<file path="config.mk">
export PLATFORM = sky130hd
export DESIGN_NAME = rx_agc_ctrl
export DESIGN_NICKNAME = d
export VERILOG_FILES = /design/src/rtl/rx_agc_ctrl.sv
export SDC_FILE = /design/constraint.sdc
export NUM_CORES = 1
export LEC_CHECK = 0
export ABC_AREA = 1
export CELL_PAD_IN_SITES_DETAIL_PLACEMENT = 0
export CELL_PAD_IN_SITES_GLOBAL_PLACEMENT = 2
export CORE_MARGIN = 10
export CORE_UTILIZATION = 30
export DETAILED_ROUTE_END_ITERATION = 12
export DONT_BUFFER_PORTS = 1
export GPL_TIMING_DRIVEN = 0
export HOLD_SLACK_MARGIN = 0.03
export PLACE_DENSITY_LB_ADDON = 0.1
export SYNTH_ARGS = -nofsm -noshare
export SYNTH_HDL_FRONTEND = slang
export SYNTH_SLANG_ARGS = --single-unit
</file>
<file path="constraint.sdc">
create_clock -name clk -period 1.4 [get_ports clk]
set_input_delay 0.28 -clock clk [delete_from_list [all_inputs] [get_ports clk]]
set_output_delay 0.28 -clock clk [all_outputs]
set_load 0.02 [all_outputs]
</file>
<file path="src/rtl/rx_agc_ctrl.sv">
module rx_agc_ctrl #(
  parameter int ATK_CYC0  = 8,
  parameter int ATK_CYC1  = 16,
  parameter int ATK_CYC2  = 32,
  parameter int WAIT_CYC0 = 12,
  parameter int WAIT_CYC1 = 24,
  parameter int WAIT_CYC2 = 48
) (
  input  logic       clk,
  input  logic       rst_n,
  input  logic       agc_en,
  input  logic [2:0] fixed_gain,
  input  logic [1:0] attack_rate,
  input  logic [1:0] decay_wait,
  input  logic       slow_decay,
  input  logic       skip_first,
  input  logic       win_start,
  input  logic       above_attack,
  input  logic       above_decay,
  output logic [2:0] gain_code
);
  localparam int MA  = (ATK_CYC0 > ATK_CYC1) ? ATK_CYC0 : ATK_CYC1;
  localparam int MB  = (MA > ATK_CYC2) ? MA : ATK_CYC2;
  localparam int MC  = (WAIT_CYC0 > WAIT_CYC1) ? WAIT_CYC0 : WAIT_CYC1;
  localparam int MD  = (MC > WAIT_CYC2) ? MC : WAIT_CYC2;
  localparam int MAXC = (MB > MD) ? MB : MD;
  localparam int CW  = $clog2(MAXC + 1);

  logic [2:0]    atten;
  logic [CW-1:0] atk_cnt, quiet_cnt, atk_lim, wait_lim;
  logic          armed, prev_dec;
  logic          atk_ok, atk_hit, quiet_hit;

  always_comb begin
    case (attack_rate)
      2'd0:    atk_lim = CW'(ATK_CYC0 - 1);
      2'd1:    atk_lim = CW'(ATK_CYC1 - 1);
      default: atk_lim = CW'(ATK_CYC2 - 1);
    endcase
    case (decay_wait)
      2'd0:    wait_lim = CW'(WAIT_CYC0 - 1);
      2'd1:    wait_lim = CW'(WAIT_CYC1 - 1);
      default: wait_lim = CW'(WAIT_CYC2 - 1);
    endcase
  end

  assign atk_ok    = above_attack && !(skip_first && armed);
  assign atk_hit   = atk_ok && (atk_cnt == atk_lim);
  assign quiet_hit = !above_decay && (quiet_cnt == wait_lim);
  assign gain_code = agc_en ? atten : fixed_gain;

  always_ff @(posedge clk) begin
    if (!rst_n) begin
      atten     <= '0;
      atk_cnt   <= '0;
      quiet_cnt <= '0;
      armed     <= 1'b1;
      prev_dec  <= 1'b0;
    end else begin
      prev_dec <= above_decay;
      if (!agc_en || win_start) begin
        atten     <= '0;
        atk_cnt   <= '0;
        quiet_cnt <= '0;
        armed     <= 1'b1;
      end else begin
        atk_cnt   <= (atk_ok && !atk_hit) ? atk_cnt + 1'b1 : '0;
        quiet_cnt <= (!above_decay && !quiet_hit) ? quiet_cnt + 1'b1 : '0;
        if (quiet_hit)
          armed <= 1'b1;
        else if (prev_dec && !above_decay)
          armed <= 1'b0;
        if (atk_hit) begin
          if (atten != 3'd7) atten <= atten + 3'd1;
        end else if (quiet_hit) begin
          if (!slow_decay)         atten <= '0;
          else if (atten != 3'd0)  atten <= atten - 3'd1;
        end
      end
    end
  end


  win_rst_chk: assert property (@(posedge clk) disable iff (!rst_n)
    win_start |=> atten == 3'd0);

  dis_max_chk: assert property (@(posedge clk) disable iff (!rst_n)
    !agc_en |=> atten == 3'd0);

  hold_chk: assert property (@(posedge clk) disable iff (!rst_n)
    agc_en && !win_start && above_decay && !above_attack |=> atten == $past(atten));

  sat_chk: assert property (@(posedge clk) disable iff (!rst_n)
    agc_en && !win_start && atten == 3'd7 && above_attack && above_decay |=> atten == 3'd7);

  slow_step_chk: assert property (@(posedge clk) disable iff (!rst_n)
    agc_en && !win_start && slow_decay && !above_attack
      |=> ($past(atten) == atten) || ($past(atten) == atten + 3'd1));

  skip_chk: assert property (@(posedge clk) disable iff (!rst_n)
    agc_en && !win_start && skip_first && armed |=> !(atten > $past(atten)));
endmodule

</file>
Word-level counts from Yosys, hierarchy flattened --
Cells that the tools add are included. W data, S select, Z words.
Word-level totals: output and inout bits 3, bits of input ports 15, register bits after elaboration 17, logic and storage cells 49
Operators by class: mux-type cells 8, add/sub/neg operators 4, reduce and logical (&&, ||, !) cells 22, equality and inequality tests 7, bitwise logic cells 3
Operators by type and width (count):
- $mux W3 | 6
- $add A6 B1 Y6 const B | 2
- $eq A6 B6 Y1 | 2
- $pmux W6 S2 | 1
- $pmux W5 S2 | 1
- $reduce_or A3 Y1 | 3
- $logic_and A1 B1 Y1 | 7
- $logic_not A1 Y1 | 5
- $eq A2 B1 Y1 const B | 2
- $logic_not A2 Y1 | 2
- $add A3 B1 Y3 const B | 1
- $ne A3 B1 Y1 const B | 1
- $ne A3 B3 Y1 const B | 1
- $not A1 Y1 | 3
- $reduce_and A3 Y1 | 1
- $reduce_bool A3 Y1 | 1
- $sub A3 B1 Y3 const B | 1
- $ne A2 B1 Y1 const B | 1
- $reduce_bool A2 Y1 | 1
- $reduce_or A2 Y1 | 1
- $logic_or A1 B1 Y1 | 1

Longest topological paths before layout --
depth in word-level cells 8, depth in mapped cells 12, gate-level depth less buffers 12

Worst setup path before layout --
Ideal clock, no wire load.
path kind reg2reg, from reg atk_cnt[0], to reg atten[0], setup slack 22 ps, cell stages (with the launch flop) 13, arrival time 1265 ps, required time 1287 ps, path buffers 0, path through dfxtp_1 > ha_1 > nand2_1 > inv_1 > nand3_2 > nor2_4 > nand3_4 > nand2_1 > nand2_1 > nand2_2 > nand2_1 > nand2_1 > nor2_1
On the way: cells in the longest elaborated chain, start to end 4
Ends and longest elaborated chain:
- start: declaration | line 30 | logic [CW-1:0] atk_cnt, quiet_cnt, atk_lim, wait_lim;
- start signal: assignment | line 67 | atk_cnt <= (atk_ok && !atk_hit) ? atk_cnt + 1'b1 : '0;
- $eq A6 B6 Y1 * | line 48 | assign atk_hit = atk_ok && (atk_cnt == atk_lim);
- $logic_and A1 B1 Y1 * | line 48
- $ne A3 B1 Y1 (no line), or another cell as far along
- $reduce_and A3 Y1 (no line)
- end signal: assignment | line 74 | if (atten != 3'd7) atten <= atten + 3'd1;
- end signal: assignment | line 77 | else if (atten != 3'd0) atten <= atten - 3'd1;
- end: declaration | line 29 | logic [2:0] atten;
Mark *: on every way between the ends. The rest lies on a longest branch, timed or not. A chain may end at the register's enable or synchronous reset.

Worst setup path after layout --
from reg atk_cnt[1], to reg atten[2]
The elaborated chain is that of the path after synthesis.

==> impl_metrics.toml <==
[critical_path]
critical_path_required_ns = 1.60
critPathKind = "reg2reg"
cpMaxStageDelayCell = "dfxtp_2"
path_cells = "ha_4 -> nand2_4 -> inv_4 -> nand3_4 -> nor2_4 -> nand3_4 -> nand2_2 -> nand2_2 -> nand2_4 -> nand2_1 -> nand2_1 -> nor2_1"
arrival_ns = 1.61
start_kind = "flip-flop"
cp_max_fo = 6
end_kind = "flip-flop"
worstRegToRegCells = 12
critPathMaxStageDelay_ns = 0.36
critical_path_buf_inv_count = 1
regToRegSetupSlack_ns = -0.02
r2r_end = "atten[2]"
crit_family = "simple AND/OR/NAND/NOR gates"
crit-reg2reg-launch = "atk_cnt[1]"

[job]
maxCapViolations = 0

[sta]
fin_skew_ns = 0.002977
fin_ws_ns = -0.01650
hold_violations = 0
fmax_ghz = 0.7060
period_share = 1.012
setup_violations = 3
holdWs_ns = 0.09373
drv_slew = 0
period_minus_slack_ns = 1.416
slew_headroom = 0.6609
rsz0062_at_grt = "yes"
tightest_slew_ns = 0.5068

[pwr]
irDropWorstVdd_uv = 528.4
p_leak_uw = 0.0004908
switchingPower_uw = 189.6
p_seq_frac = 0.607
power.total_uw = 805.7
swShare = 0.2353
clockPowerShare = 0.330
p_int_uw = 616.1
pwr-share-comb = 0.063
power_density_mw_per_mm2 = 675.0

[logic_synthesis]
yosysWarnings = 0
synthesis.area_sq_um = 947.2
ys_ff_latch = 17
syn_inst = 131
seq_area_frac_synth = 0.3593
synth_area_per_cell_sq_um = 7.230
synth_nets = 152
synth_cell_type_count = 22

[placement]
pre_cts_ws_ns = -0.1852
numPortBuffers = 0
routabilityCongestion = 0.6994
dp_hpwl_mm = 1.606
place_area_sq_mm = 0.001002

[route]
vias = 817
viasPerCell = 4.346
initialDrtViolationCount = 18
wl_per_cell_microns = 11.19
ant_nets = 0
first_pass_iters = 4
drt-total-wl_mm = 2.104
route.detailed.drc = 0

[clock_tree]
htreeDepth = 1
clk_pin_slew_worst_paths_ns = 0.10
numCtsBuffers = 3
ctsHoldBuffers = 0
clkLatencyLatePin_ns = 0.29
cts_tree = "built"
cts_buffer_depth = 2
cts_root_buffer = "clkbuf_4"
clock_sinks = 17

[floorplanning]
dieArea_sq_mm = 0.005805
io_pins = 18
die-height_microns = 76.19
die_w_microns = 76.19
core_sq_mm = 0.003028
row_count = 20
initial_core_util = 0.3128

[global_route]
track_usage = 0.07024
grt_max_degree = 10
grt_pass1_vias = 816
antenna_found_initial = 0
grt_pass1_wl_mm = 3.387
overflow = 0

[min_path]
min_from = "above_decay"
hold_path_class = "in2reg"
min_path_cells = 2
min_to = "prev_dec"

[status]
violations = "negative setup slack"
status = "finished, violations left"

[cells_and_area]
final_nets = 166
layout-drive-gt1-share = 0.2708
design_area_sq_mm = 0.001194
area_delta_synth_final_pct = 26.02
antennaDiodeCount = 0
final cells by class:
class	count	area, sq um
fillers	329	1834
inverters	19	73.82
clock buffers	4	26.28
repair buffers	9	71.32
well taps	44	55.05
flip-flops and latches	17	345.3
multi-input cells	95	621.8
worst max-delay path by stage:
stage / startpoint / end / slack (ns) / cells after the start
global route: quiet_cnt[0] / atten[1] / -0.15 / 11
detailed placement: atk_cnt[0] / atten[1] / -0.19 / 12
floorplan: atk_cnt[0] / atten[0] / 0.02 / 12
finish: atk_cnt[1] / atten[2] / -0.02 / 12
global placement: atk_cnt[0] / atten[1] / -0.16 / 12
CTS: atk_cnt[0] / atten[2] / -0.07 / 12
layer usage:
layer  vias to the layer above  track usage  part of all wire
li1                        442            -                 -
met1                       359      0.07407              0.44
met2                        14       0.1224              0.50
met3                         2      0.03420             0.058
met4                         0      0.01673            0.0071
met5                         -            0                 0
logic make-up after synthesis:
family          Yosys count  synth area share
compound gates           14           0.09512
simple gates             70            0.3435
xor+xnor                  4           0.03698
flops                    17            0.3593
fa+ha+maj                 6           0.07926
mux                       1           0.01057
buf+inv                  19           0.07529
worst register-to-register path: stages, from the launching register on:
cell	delay, ns
dfxtp_2	0.36
ha_4	0.15
nand2_4	0.05
inv_4	0.06
nand3_4	0.06
nor2_4	0.14
nand3_4	0.12
nand2_2	0.09
nand2_2	0.06
nand2_4	0.09
nand2_1	0.05
nand2_1	0.05
nor2_1	0.04
synth_stat cells, drive strengths merged:
library cell,instances,share of area
o211ai,1,0.0079
nand3b,2,0.016
nand3,8,0.061
a21boi,1,0.020
nand2,25,0.10
nor2,28,0.12
nor3b,1,0.0079
mux2i,1,0.011
ha,6,0.079
xor2,4,0.037
a21oi,7,0.037
dfxtp,17,0.36
inv,19,0.075
o21ai,5,0.030
nor3,3,0.016
nand4,3,0.020
sequential cells by signal, summed over array words and instances, names as in the netlist:
name       cells
quiet_cnt      6
atk_cnt        6
prev_dec       1
armed          1
atten          3
stage by stage:
stage / std cells / util / setup TNS [ns]
global route: 188 / 0.3942 / -0.7210
global placement: 175 / 0.3310 / -0.4776
detailed placement: 175 / 0.3310 / -0.7607
finish: 188 / 0.3942 / -0.04292
CTS: 188 / 0.3707 / -0.2233
floorplan: 131 / - / 0
cell usage in the layout, fill, tap and decap left out, drive strengths merged:
cell / n
nand4: 3
nor3b: 1
a21boi: 1
nor2: 28
mux2i: 1
nor3: 3
a21oi: 7
nand2: 25
ha: 6
xor2: 4
dfxtp: 17
o21ai: 5
o211ai: 1
inv: 19
buf: 9
nand3b: 2
clkbuf: 4
nand3: 8
timing repair:
| action | in CTS | in global routing |
|---|---|---|
| resized for setup | 9 | 18 |
| pin swaps | 5 | 9 |
| setup endpoints to repair | 11 | 16 |
| buffers inserted | 9 | 0 |
power groups by stage:
stage                     Sequential [uW]  Combinational (uW)  Clock (uW)
final                                 489                50.8         266
after CTS                             489                48.2         278
after floorplan                       499                38.6           0
after global routing                  490                57.4         300
after detailed placement              500                45.2           0
after global placement                500                44.5           0
(Power assumes the default switching activity.)
